[src/rtl/coal_pkg.sv]
package coal_pkg;

  // Outcome of evaluating the request port against the held descriptors.
  typedef enum logic [2:0] {
    DEC_ZERO      = 3'd0,  // empty request, accepted with no effect
    DEC_START     = 3'd1,  // idle: becomes the active descriptor
    DEC_MERGE_ACT = 3'd2,  // extends the active region
    DEC_MERGE_Q   = 3'd3,  // extends the queued region
    DEC_ENQUEUE   = 3'd4,  // fills the empty queue slot
    DEC_STALL     = 3'd5   // refused this cycle
  } dec_e;

  localparam int unsigned NUM_REGIONS = 2;

endpackage

[src/rtl/coal_decide.sv]
module coal_decide
  import coal_pkg::*;
#(
  parameter int unsigned AW = 32,
  parameter int unsigned LW = 32
) (
  input  logic [AW-1:0] req_addr,
  input  logic [LW-1:0] req_len,
  input  logic          busy,
  input  logic          hold,
  input  logic [AW-1:0] act_addr,
  input  logic [LW-1:0] act_len,
  input  logic          q_valid,
  input  logic [AW-1:0] q_addr,
  input  logic [LW-1:0] q_len,
  output dec_e          dec,
  output logic          ready
);

  logic [AW-1:0] act_end;
  logic [AW-1:0] q_end;
  logic          follows_act;
  logic          follows_q;

  always_comb begin
    act_end     = act_addr + AW'(act_len);
    q_end       = q_addr + AW'(q_len);
    follows_act = (req_addr == act_end);
    follows_q   = (req_addr == q_end);
  end

  // Priority: empty request, idle start, sticky stall, then the merge
  // order (active only while nothing is queued, then queued), then enqueue.
  always_comb begin
    if (req_len == '0)              dec = DEC_ZERO;
    else if (!busy)                 dec = DEC_START;
    else if (hold)                  dec = DEC_STALL;
    else if (!q_valid && follows_act) dec = DEC_MERGE_ACT;
    else if (q_valid && follows_q)  dec = DEC_MERGE_Q;
    else if (!q_valid)              dec = DEC_ENQUEUE;
    else                            dec = DEC_STALL;
    ready = (dec != DEC_STALL);
  end

endmodule

[src/rtl/coal_span.sv]
module coal_span #(
  parameter int unsigned AW = 32,
  parameter int unsigned LW = 32
) (
  input  logic          en,
  input  logic [AW-1:0] base,
  input  logic [LW-1:0] lo,
  input  logic [LW-1:0] len,
  input  logic [AW-1:0] probe,
  output logic          hit
);

  localparam int unsigned CW = (AW > LW) ? AW : LW;

  logic [AW-1:0] off;
  logic [CW-1:0] off_x;
  logic [CW-1:0] lo_x;
  logic [CW-1:0] len_x;

  // Wrap-safe membership: offset from base compared against [lo, len).
  always_comb begin
    off   = probe - base;
    off_x = CW'(off);
    lo_x  = CW'(lo);
    len_x = CW'(len);
    hit   = en && (off_x >= lo_x) && (off_x < len_x);
  end

endmodule

[src/rtl/coal_regs.sv]
module coal_regs
  import coal_pkg::*;
#(
  parameter int unsigned AW = 32,
  parameter int unsigned LW = 32
) (
  input  logic          clk,
  input  logic          rst_n,
  input  logic          req_valid,
  input  logic [AW-1:0] req_addr,
  input  logic [LW-1:0] req_len,
  input  dec_e          dec,
  input  logic          cons_en,
  input  logic [LW-1:0] cons_bytes,
  output logic          busy,
  output logic          hold,
  output logic [AW-1:0] act_addr,
  output logic [LW-1:0] act_len,
  output logic [LW-1:0] act_done,
  output logic          q_valid,
  output logic [AW-1:0] q_addr,
  output logic [LW-1:0] q_len
);

  logic          nx_busy;
  logic          nx_hold;
  logic [AW-1:0] nx_act_addr;
  logic [LW-1:0] nx_act_len;
  logic [LW-1:0] nx_act_done;
  logic          nx_q_valid;
  logic [AW-1:0] nx_q_addr;
  logic [LW-1:0] nx_q_len;
  logic [LW:0]   done_sum;
  logic          drained;

  always_comb begin
    nx_busy     = busy;
    nx_act_addr = act_addr;
    nx_act_len  = act_len;
    nx_act_done = act_done;
    nx_q_valid  = q_valid;
    nx_q_addr   = q_addr;
    nx_q_len    = q_len;

    // Stage 1: apply the request to the descriptors.
    if (req_valid) begin
      unique case (dec)
        DEC_START: begin
          nx_busy     = 1'b1;
          nx_act_addr = req_addr;
          nx_act_len  = req_len;
          nx_act_done = '0;
          nx_q_valid  = 1'b0;
          nx_q_addr   = '0;
          nx_q_len    = '0;
        end
        DEC_MERGE_ACT: nx_act_len = act_len + req_len;
        DEC_MERGE_Q:   nx_q_len   = q_len + req_len;
        DEC_ENQUEUE: begin
          nx_q_valid = 1'b1;
          nx_q_addr  = req_addr;
          nx_q_len   = req_len;
        end
        default: ;
      endcase
    end

    // Stage 2: account engine progress against the updated active length.
    done_sum = {1'b0, act_done} + ((busy && cons_en) ? {1'b0, cons_bytes} : '0);
    drained  = busy && (done_sum >= {1'b0, nx_act_len});
    if (busy) begin
      if (drained) begin
        nx_act_done = '0;
        if (nx_q_valid) begin
          nx_act_addr = nx_q_addr;
          nx_act_len  = nx_q_len;
          nx_q_valid  = 1'b0;
          nx_q_addr   = '0;
          nx_q_len    = '0;
        end else begin
          nx_busy = 1'b0;
        end
      end else begin
        nx_act_done = done_sum[LW-1:0];
      end
    end

    // A refusal stays in force until the engine has gone idle.
    nx_hold = busy ? (hold || (req_valid && dec == DEC_STALL)) : 1'b0;
  end

  always_ff @(posedge clk) begin
    if (!rst_n) begin
      busy     <= 1'b0;
      hold     <= 1'b0;
      act_addr <= '0;
      act_len  <= '0;
      act_done <= '0;
      q_valid  <= 1'b0;
      q_addr   <= '0;
      q_len    <= '0;
    end else begin
      busy     <= nx_busy;
      hold     <= nx_hold;
      act_addr <= nx_act_addr;
      act_len  <= nx_act_len;
      act_done <= nx_act_done;
      q_valid  <= nx_q_valid;
      q_addr   <= nx_q_addr;
      q_len    <= nx_q_len;
    end
  end

endmodule

[src/rtl/xfer_coalescer.sv]
module xfer_coalescer
  import coal_pkg::*;
#(
  parameter int unsigned AW = 32,
  parameter int unsigned LW = 32
) (
  input  logic          clk,
  input  logic          rst_n,
  input  logic          req_valid,
  output logic          req_ready,
  input  logic [AW-1:0] req_addr,
  input  logic [LW-1:0] req_len,
  input  logic          cons_en,
  input  logic [LW-1:0] cons_bytes,
  input  logic [AW-1:0] query_addr,
  output logic          query_done,
  output logic          busy,
  output logic [AW-1:0] act_addr,
  output logic [LW-1:0] act_len,
  output logic [LW-1:0] act_done,
  output logic          q_valid,
  output logic [AW-1:0] q_addr,
  output logic [LW-1:0] q_len
);

  dec_e dec;
  logic hold;

  coal_decide #(.AW(AW), .LW(LW)) u_decide (
    .req_addr (req_addr),
    .req_len  (req_len),
    .busy     (busy),
    .hold     (hold),
    .act_addr (act_addr),
    .act_len  (act_len),
    .q_valid  (q_valid),
    .q_addr   (q_addr),
    .q_len    (q_len),
    .dec      (dec),
    .ready    (req_ready)
  );

  coal_regs #(.AW(AW), .LW(LW)) u_regs (
    .clk        (clk),
    .rst_n      (rst_n),
    .req_valid  (req_valid),
    .req_addr   (req_addr),
    .req_len    (req_len),
    .dec        (dec),
    .cons_en    (cons_en),
    .cons_bytes (cons_bytes),
    .busy       (busy),
    .hold       (hold),
    .act_addr   (act_addr),
    .act_len    (act_len),
    .act_done   (act_done),
    .q_valid    (q_valid),
    .q_addr     (q_addr),
    .q_len      (q_len)
  );

  // Region 0 is the unsent tail of the active descriptor, region 1 the
  // whole queued descriptor.
  logic [NUM_REGIONS-1:0]         span_en;
  logic [NUM_REGIONS-1:0][AW-1:0] span_base;
  logic [NUM_REGIONS-1:0][LW-1:0] span_lo;
  logic [NUM_REGIONS-1:0][LW-1:0] span_len;
  logic [NUM_REGIONS-1:0]         span_hit;

  always_comb begin
    span_en[0]   = busy;
    span_base[0] = act_addr;
    span_lo[0]   = act_done;
    span_len[0]  = act_len;
    span_en[1]   = q_valid;
    span_base[1] = q_addr;
    span_lo[1]   = '0;
    span_len[1]  = q_len;
  end

  for (genvar g = 0; g < NUM_REGIONS; g++) begin : g_span
    coal_span #(.AW(AW), .LW(LW)) u_span (
      .en    (span_en[g]),
      .base  (span_base[g]),
      .lo    (span_lo[g]),
      .len   (span_len[g]),
      .probe (query_addr),
      .hit   (span_hit[g])
    );
  end

  assign query_done = ~|span_hit;

endmodule

[config.mk]
export PLATFORM = sky130hd
export DESIGN_NAME = xfer_coalescer
export DESIGN_NICKNAME = d
export VERILOG_FILES = /design/src/rtl/coal_pkg.sv /design/src/rtl/coal_decide.sv /design/src/rtl/coal_span.sv /design/src/rtl/coal_regs.sv /design/src/rtl/xfer_coalescer.sv
export SDC_FILE = /design/constraint.sdc
export NUM_CORES = 1
export LEC_CHECK = 0
export ABC_AREA = 1
export BUFFER_PORTS_ARGS = -buffer_cell sky130_fd_sc_hd__buf_2
export CORE_MARGIN = 10
export CORE_UTILIZATION = 35
export DETAILED_ROUTE_END_ITERATION = 8
export HOLD_SLACK_MARGIN = 0.1
export SYNTH_ARGS = -nofsm -noshare
export SYNTH_HDL_FRONTEND = slang
export SYNTH_SLANG_ARGS = --single-unit
[constraint.sdc]
create_clock -name clk -period 7.1 [get_ports clk]
set_input_delay 0.71 -clock clk [delete_from_list [all_inputs] [get_ports clk]]
set_output_delay 0.71 -clock clk [all_outputs]
set_load 0.1 [all_outputs]
# ---- Word level (Yosys, flattened, before mapping)
# Cells that the tools add are included.
dict set report totals {
  regBits 163
  inputBits 132
  out_inout_bits 164
  elab_cells 86
}
dict set report classes {
  n_addsub 7
  magnitude_cmp 5
  eq_ne 8
  n_mux 40
  reduce_logical 18
}
# operator n
set ops {}
lappend ops {{$mux 32} 22}
lappend ops {{$add 32x32->32} 4}
lappend ops {{$pmux 32 s2} 2}
lappend ops {{$pmux 32 s3} 1}
lappend ops {{$eq 32x32->1} 2}
lappend ops {{$lt 32x32->1} 2}
lappend ops {{$sub 32x32->32} 2}
lappend ops {{$add 32x33->33} 1}
lappend ops {{$ge 33x32->1} 1}
lappend ops {{$ge 32x1->1 const B} 1}
lappend ops {{$ge 32x32->1} 1}
lappend ops {{$logic_not 32->1} 1}
lappend ops {{$mux 3} 5}
lappend ops {{$logic_and 1x1->1} 9}
lappend ops {{$mux 1} 9}
lappend ops {{$eq 3x2->1 const B} 2}
lappend ops {{$eq 3x3->1 const B} 2}
lappend ops {{$reduce_and 2->1} 2}
lappend ops {{$reduce_bool 2->1} 2}
lappend ops {{$eq 3x1->1 const B} 1}
lappend ops {{$ne 3x3->1 const B} 1}
lappend ops {{$logic_not 1->1} 2}
lappend ops {{$pmux 1 s2} 1}
lappend ops {{$reduce_or 2->1} 1}
lappend ops {{$logic_or 1x1->1} 1}

# ---- Logic depth before layout (Yosys ltp)
# Gate-level depths: netlist of run 1.
dict set report depth {
  ltp_word 15
  depth_mapped 47
  depth_no_buf 45
}

# ---- Cells and area by module
# From an unflattened synthesis of run 1, not the netlist that was laid out.
dict set report unflattened {
  cells_unflattened 4831
  area_unflattened_um2 27766.6
}
# module n_inst cells_each area_each_um2 seq_area_each_um2
set by_module_without_submodules {}
lappend by_module_without_submodules {coal_regs 1 2380 14486.4 3263.1}
lappend by_module_without_submodules {coal_decide 1 1153 5786.8 0.0}
lappend by_module_without_submodules {{coal_span (g_span[1].u_span)} 1 654 3754.9 0.0}
lappend by_module_without_submodules {{coal_span (g_span[0].u_span)} 1 642 3731.1 0.0}
lappend by_module_without_submodules {xfer_coalescer 1 2 7.5 0.0}

# ---- Worst setup path before layout of run 1
# Ideal clock, no wire load.
dict set report synth_path {
  path_type {register to output}
  startpoint {register u_regs.q_addr[5]}
  endpoint {output query_done}
  arrival_time_ps 5892
  required_ps 6390
  setup_slack_ps 498
  stages_incl_launch_ff 25
  path_buffers 0
  path_cell_list {dfxtp_1 > inv_1 > ha_1 > inv_1 > nor3_1 > nand2_1 > nand2_1 > nand2_1 > o21ai_0 > nand2_1 > nand2_1 > nand2_1 > nand2_1 > a21oi_1 > o21ai_0 > a31oi_1 > o21ai_0 > xor2_1 > inv_1 > ha_1 > nand2_1 > or4_1 > nor4_1 > a21oi_1 > a21oi_1}
}
dict set report synth_between {
  elab_chain_len 6
  elab_cells_between_ends 7
  cone_classes {1 x add/sub; 2 x order compare; 4 x reduce/logical}
}
# item line_no
set synth_rtl {}
lappend synth_rtl {{start: declaration} coal_regs.sv:21} ;# output logic [AW-1:0] q_addr,
lappend synth_rtl {{start signal: assignment} coal_regs.sv:109} ;# q_addr <= nx_q_addr;
lappend synth_rtl {{$sub 32x32->32 *} coal_span.sv:22} ;# off = probe - base;
lappend synth_rtl {{$ge 32x1->1} coal_span.sv:26} ;# hit = en && (off_x >= lo_x) && (off_x < len_x);
lappend synth_rtl {{$logic_and 1x1->1} coal_span.sv:26}
lappend synth_rtl {{$logic_and 1x1->1 *} coal_span.sv:26}
lappend synth_rtl {{$reduce_or 2->1 *} xfer_coalescer.sv:92} ;# assign query_done = ~|span_hit;
lappend synth_rtl {{$logic_not 1->1 *} xfer_coalescer.sv:92}
lappend synth_rtl {{end: declaration} xfer_coalescer.sv:16} ;# output logic query_done,
# Every way passes the cells marked *; elsewhere a longest branch is shown, timed or not.

# ---- Worst setup path after layout of run 1
dict set report layout_path {
  startpoint {register u_regs.q_addr[1]}
  endpoint {output query_done}
}
# Same word-level chain as after synthesis.

==> impl_metrics.json, run 1 <==
{
  "status": "complete, no violations",
  "io_pins": 296,
  "grt_pass1_wl_microns": 171600,
  "worstSetupStartpointType": "flop",
  "grt_overflow_total": 0,
  "synthAdderAreaFrac": 0.1763,
  "max_slew_margin": 0.2390,
  "die-area_sq_um": 83160,
  "synth_compound_area_frac": 0.1380,
  "async_reset_ff_frac": 0,
  "synth-xor-area-share": 0.06408,
  "layout-drive-gt1-share": 0.1057,
  "clk_latency_ps": 510,
  "crit_fanout": 4,
  "grt_max_degree": 74,
  "hold_class": "flop to flop",
  "synth-simple-area-share": 0.3654,
  "skew_ps": 14.77,
  "critPathCaptureType": "output port",
  "num_rows": 98,
  "syn_inst": 4297,
  "cp.arrival_ps": 5920,
  "antenna_found_initial": 11,
  "synth_top_flop_cell": "dfxtp_1",
  "timing.hold.ws_ps": 511.3,
  "dr.first_iter.drc_count": 2970,
  "synth_area_per_cell_sq_um": 5.866,
  "die_w_microns": 288.4,
  "maxSlewViolCount": 0,
  "ys_top_cells_by_area": "nand2_1 (18%), ha_1 (17%), dfxtp_1 (13%)",
  "cts_htree_levels": 4,
  "drcViolationCount": 0,
  "routedWlPerCell_microns": 21.36,
  "nets": 5097,
  "wirelength_microns": 119200,
  "ys_ff_latch": 163,
  "yosys_warnings": 0,
  "clock_path_buffers": 2,
  "synth_cell_types": 60,
  "dp.cells": 5539,
  "root_buffer": "clkbuf_16",
  "rsz0062_at_grt": "no",
  "synth_top_family_by_area": "simple AND/OR/NAND/NOR gates",
  "p_leak_nw": 15.48,
  "numCtsBuffers": 17,
  "gp_congestion": 1.016,
  "critPathKind": "flop to output port",
  "place_hpwl_microns": 100700,
  "postRouteAntennaNets": 0,
  "num_vias": 29460,
  "dr.pass1.iters": 6,
  "grt_usage": 0.2749,
  "synth.area.mux_share": 0,
  "powerDensity_nw_per_um2": 169.6,
  "power.total_w": 0.004907,
  "hold_viol_final": 0,
  "max_freq_mhz": 150.8,
  "cts.clk_slew.worst_paths_ps": 70,
  "cts-hold-fix-buffers": 0,
  "grt_pass1_vias": 26780,
  "maxCapViolations": 0,
  "port-buffer-count": 295,
  "fin_crit_sh": 0.9340,
  "final.min_clock_period_ps": 6631,
  "syn2layout_area_growth_pct": 14.80,
  "yosysSeqAreaShare": 0.1294,
  "clkSinkCount": 163,
  "syn-num-nets": 4780,
  "cts_tree": "done",
  "final_cells": 5580,
  "design.core.area_sq_um": 71490,
  "synth_top_area_cell": "nand2_1",
  "start_util": 0.3526,
  "syn_area_sq_um": 25210,
  "synth.top_cell.area_share": 0.1845,
  "routed_via_density": 5.280,
  "yosys-top-cells-count": "nand2_1 (1239), inv_1 (723), nor2_1 (360), ha_1 (344), a21oi_1 (317)",
  "fin_setup_tns_ps": 0,
  "tightest_slew_ps": 1131,
  "yosysMostFrequentCell": "nand2_1",
  "cp_data_required_time_ps": 6390,
  "synth-edff-count": 0,
  "setup_viol": 0,
  "die_y_microns": 288.4,
  "peakVddDrop_mv": 0.1446
}
-- flip-flops by register name (all words and copies together) (netlist names) --
register,cells
u_regs.act_addr,32
u_regs.act_done,32
u_regs.act_len,32
u_regs.q_addr,32
u_regs.q_len,32
u_regs.busy,1
u_regs.hold,1
u_regs.q_valid,1
-- final timing paths --
check                                   startpoint                               end  slack (ps)  depth (start not counted)
setup / recovery       u_regs.q_addr[1]$_SDFF_PN0_                        query_done         470                         25
hold / removal    u_regs.act_done[23]$_SDFFE_PN0P_  u_regs.act_done[23]$_SDFFE_PN0P_         510                          2
setup reg to reg       u_regs.q_addr[0]$_SDFF_PN0_      u_regs.act_len[4]$_SDFF_PN0_         500                         44
hold reg to reg   u_regs.act_done[23]$_SDFFE_PN0P_  u_regs.act_done[23]$_SDFFE_PN0P_         510                          2
-- cell families (layout without fill, tap and decap cells) --
family	count (synthesis)	in the layout
AO/OA/AOI/OAI	623	623
adder cells (fa/ha/maj)	351	351
XOR/XNOR	182	182
flip-flops	163	163
buffers and inverters	815	1144
AND/OR/NAND/NOR	2163	2163
other	0	4
-- stage by stage --
stage	instance area [sq um]	util	setup slack, ps
4_1_cts	28760	0.4023	92.87
5_1_grt	28930	0.4047	42.78
3_3_place_gp	28110	0.3932	166.9
6_report	28940	0.4048	468.6
2_1_floorplan	25210	-	498.4
3_5_place_dp	28110	0.3932	142.1
-- layout by cell type (no fill, tap or decap), types with 8 or more instances in the layout --
master	count
nand3b_1	22
a31oi_1	14
o221ai_1	10
nand3_2	9
a21o_1	15
o21bai_1	16
nand2_1	1238
clkbuf_16	19
nand4_1	116
a21oi_1	316
o21ai_0	158
buf_4	84
xnor2_1	69
nand3_1	312
buf_2	294
nor4_1	22
or2_2	20
inv_1	722
nand2_2	8
ha_1	343
dfxtp_1	162
xor2_1	110
a211oi_1	14
nor2_1	357
o21a_1	14
o21ai_1	22
o211ai_1	9
nor3_1	37
-- what timing repair did --
item / CTS / global route
buffers inserted: 0 / 3
hold endpoints to repair: 0 / 0
endpoints found under the setup margin: 0 / 129
gates resized for setup: 0 / 25
-- area by class of cell --
type	instances	area, sq um
Clock buffer	20	446.7
Inverter	726	2733
Sequential cell	163	3264
Tap cell	950	1189
Fill cell	8023	42550
Clock inverter	11	201.4
Multi-Input combinational cell	3319	18800
Timing Repair Buffer	387	2298
Antenna cell	4	10.01
-- power breakdown --
part	total (W)	switching, W	internal [W]
registers	0.00107	0.000102	0.000972
clock network	0.00110	0.000470	0.000634
logic	0.00273	0.00192	0.000804
total	0.00491	0.00250	0.00241
-- critical path, cell delays in order (launching register included) --
cell,delay [ps]
dfxtp_1,440
inv_1,170
fa_1,460
nand3_1,90
nand2_1,110
nand2_1,120
nand2_1,70
nand2_1,70
o21ai_0,140
nand2_1,100
nand2_1,100
nand2_1,110
nand2_1,100
a21oi_1,390
o21ai_1,210
a31oi_1,300
o21ai_0,160
xor2_1,190
inv_1,70
ha_1,270
nand2_1,70
or4_1,620
o221ai_1,320
a21oi_1,150
a21oi_1,250
buf_4,340
-- per-layer routing --
metal | share of wire | wire (microns) | global-route usage
met2 | 0.45 | 53690 | 0.4473
met1 | 0.43 | 50720 | 0.3477
met4 | 0.054 | 6416 | 0.1335
met5 | 0.00086 | 102 | 0
met3 | 0.070 | 8288 | 0.04677
(Power assumes the default switching activity.)
==> run 2, diff against run 1 <==
Settings changed: CTS_BUF_LIST set to sky130_fd_sc_hd__clkbuf_4.
==> run 2 against run 1 <==
Compared with the run above: sequential share of layout area grew 0.12 points; via count about the same; sequential cell count stayed put; worst hold slack lost 250 ps; utilization decreased by 0.39 points; first-iteration DRC count fell by 0.77%; clock power down 32%; die area did not move; final cell count about the same.
==> impl_metrics.json, run 2 (same netlist as run 1, synthesis figures left out) <==
{
  "status": "complete, no violations",
  "clock_path_buffers": 2,
  "final_cell_mix": "nand2_1 (1238), inv_1 (722), nor2_1 (357), ha_1 (343), a21oi_1 (313)",
  "seqPwrFrac": 0.236,
  "max_freq_mhz": 149.1,
  "rsz0062_at_grt": "no",
  "nets": 5097,
  "postRouteAntennaNets": 0,
  "worstSetupStartpointType": "flop",
  "final.min_clock_period_ps": 6707,
  "setup_slack_ps": 392.8,
  "cp_data_required_time_ps": 6390,
  "cts_tree": "done",
  "cts_htree_levels": 4,
  "routedWlPerCell_microns": 21.29,
  "drcViolationCount": 0,
  "gp_congestion": 1.016,
  "grt_overflow_total": 0,
  "critPathKind": "flop to output port",
  "die_y_microns": 288.4,
  "crit_fanout": 4,
  "grt_usage": 0.2750,
  "switching_share": 0.5384,
  "power.total_w": 0.004552,
  "io_pins": 296,
  "fin_crit_sh": 0.9447,
  "layout-drive-gt1-share": 0.1074,
  "setup_viol": 0,
  "grt_max_degree": 74,
  "maxCapViolations": 0,
  "powerDensity_nw_per_um2": 158.8,
  "design.core.area_sq_um": 71490,
  "cp.arrival_ps": 6000,
  "port-buffer-count": 295,
  "power_frac_comb": 0.600,
  "clkSinkCount": 163,
  "die_w_microns": 288.4,
  "p_leak_nw": 15.35,
  "wirelength_microns": 118900,
  "dr.pass1.iters": 7,
  "dp_slack_ps": 142.1,
  "critPathCaptureType": "output port",
  "die-area_sq_um": 83160,
  "root_buffer": "clkbuf_4",
  "num_vias": 29480,
  "fin_util": 0.4009,
  "clk_latency_ps": 810,
  "syn2layout_area_growth_pct": 13.69,
  "final_cells": 5585,
  "skew_ps": 34.71,
  "internal-power_w": 0.002101,
  "maxSlewViolCount": 0,
  "max_slew_margin": 0.2271,
  "final_common_cell": "nand2_1",
  "grt_pass1_wl_microns": 171500,
  "antenna_found_initial": 12,
  "peakVddDrop_mv": 0.07446,
  "tightest_slew_ps": 1149,
  "numCtsBuffers": 17,
  "dr.first_iter.drc_count": 2947,
  "cts.clk_slew.worst_paths_ps": 170,
  "fin_setup_tns_ps": 0,
  "hold_viol_final": 0,
  "num_rows": 98,
  "routed_via_density": 5.278,
  "dp.cells": 5539,
  "grt_pass1_vias": 26760,
  "hold_class": "primary input to flop",
  "place_hpwl_microns": 100700,
  "power.share.clock": 0.164,
  "start_util": 0.3526,
  "switching_power_w": 0.002451
}
-- run 2: worst paths after layout --
path	endpoint	cells after the start	slack (ps)	startpoint
max	query_done	23	390	u_regs.q_addr[2]$_SDFF_PN0_
min	u_regs.q_addr[1]$_SDFF_PN0_	5	270	req_addr[1]
max reg2reg	u_regs.act_len[7]$_SDFF_PN0_	44	460	u_regs.q_len[0]$_SDFF_PN0_
min reg2reg	u_regs.act_done[23]$_SDFFE_PN0P_	2	520	u_regs.act_done[23]$_SDFFE_PN0P_
-- run 2: power by group through the flow --
stage	combinational [W]	sequential, W	clock [W]
finish	0.00273	0.00107	0.000748
CTS	0.00268	0.00108	0.000762
floorplan	0.00148	0.00146	0
global placement	0.00266	0.00110	0
global route	0.00300	0.00108	0.000796
detailed placement	0.00267	0.00110	0
-- run 2: repair_timing --
action | in CTS | in global routing
setup endpoints to repair | 1 | 129
setup buffers | 0 | 3
hold buffers | 0 | 0
gates resized for setup | 1 | 31
gates cloned | 0 | 3
endpoints found under the hold margin | 0 | 0
pin swaps | 0 | 4
-- run 2: layout make-up --
| cell class | instances | area [sq um] |
|---|---|---|
| fill | 8056 | 42830 |
| multi-input combinational | 3319 | 18810 |
| sequential | 163 | 3268 |
| inverter | 726 | 2733 |
| timing repair buffer | 387 | 2290 |
| tap | 950 | 1189 |
| clock inverter | 12 | 205.2 |
| clock buffer | 19 | 142.6 |
| antenna | 9 | 22.52 |
-- run 2: layer usage --
metal,global-route usage,vias to the layer above,share of wire
met4,0.1267,14,0.052
li1,-,14610,-
met3,0.04857,206,0.072
met1,0.3488,13440,0.42
met2,0.4480,1203,0.45
met5,0,-,0.00071
-- run 2: worst max-delay path, stage by stage (launching register included) --
cell and delay (ps):
dfxtp_1 460, inv_1 70, ha_1 320, a21o_1 190
a31oi_1 330, o21bai_1 170, a21oi_1 170, o21bai_1 120
a21oi_1 190, o21bai_1 90, buf_4 170, a31oi_1 310
o21ai_0 120, buf_4 180, nand2_1 70, nand2_1 60
xor2_1 160, ha_1 300, nand2_1 80, or4_1 610
o221ai_1 340, a21oi_1 170, a21oi_2 230, buf_6 250
-- run 2: through the flow --
step	hold slack, ps	area, sq um
floorplan	508.3	25210
global placement	502.8	28110
detailed placement	504.9	28110
CTS	209.0	28460
global route	239.7	28650
finish	265.9	28660
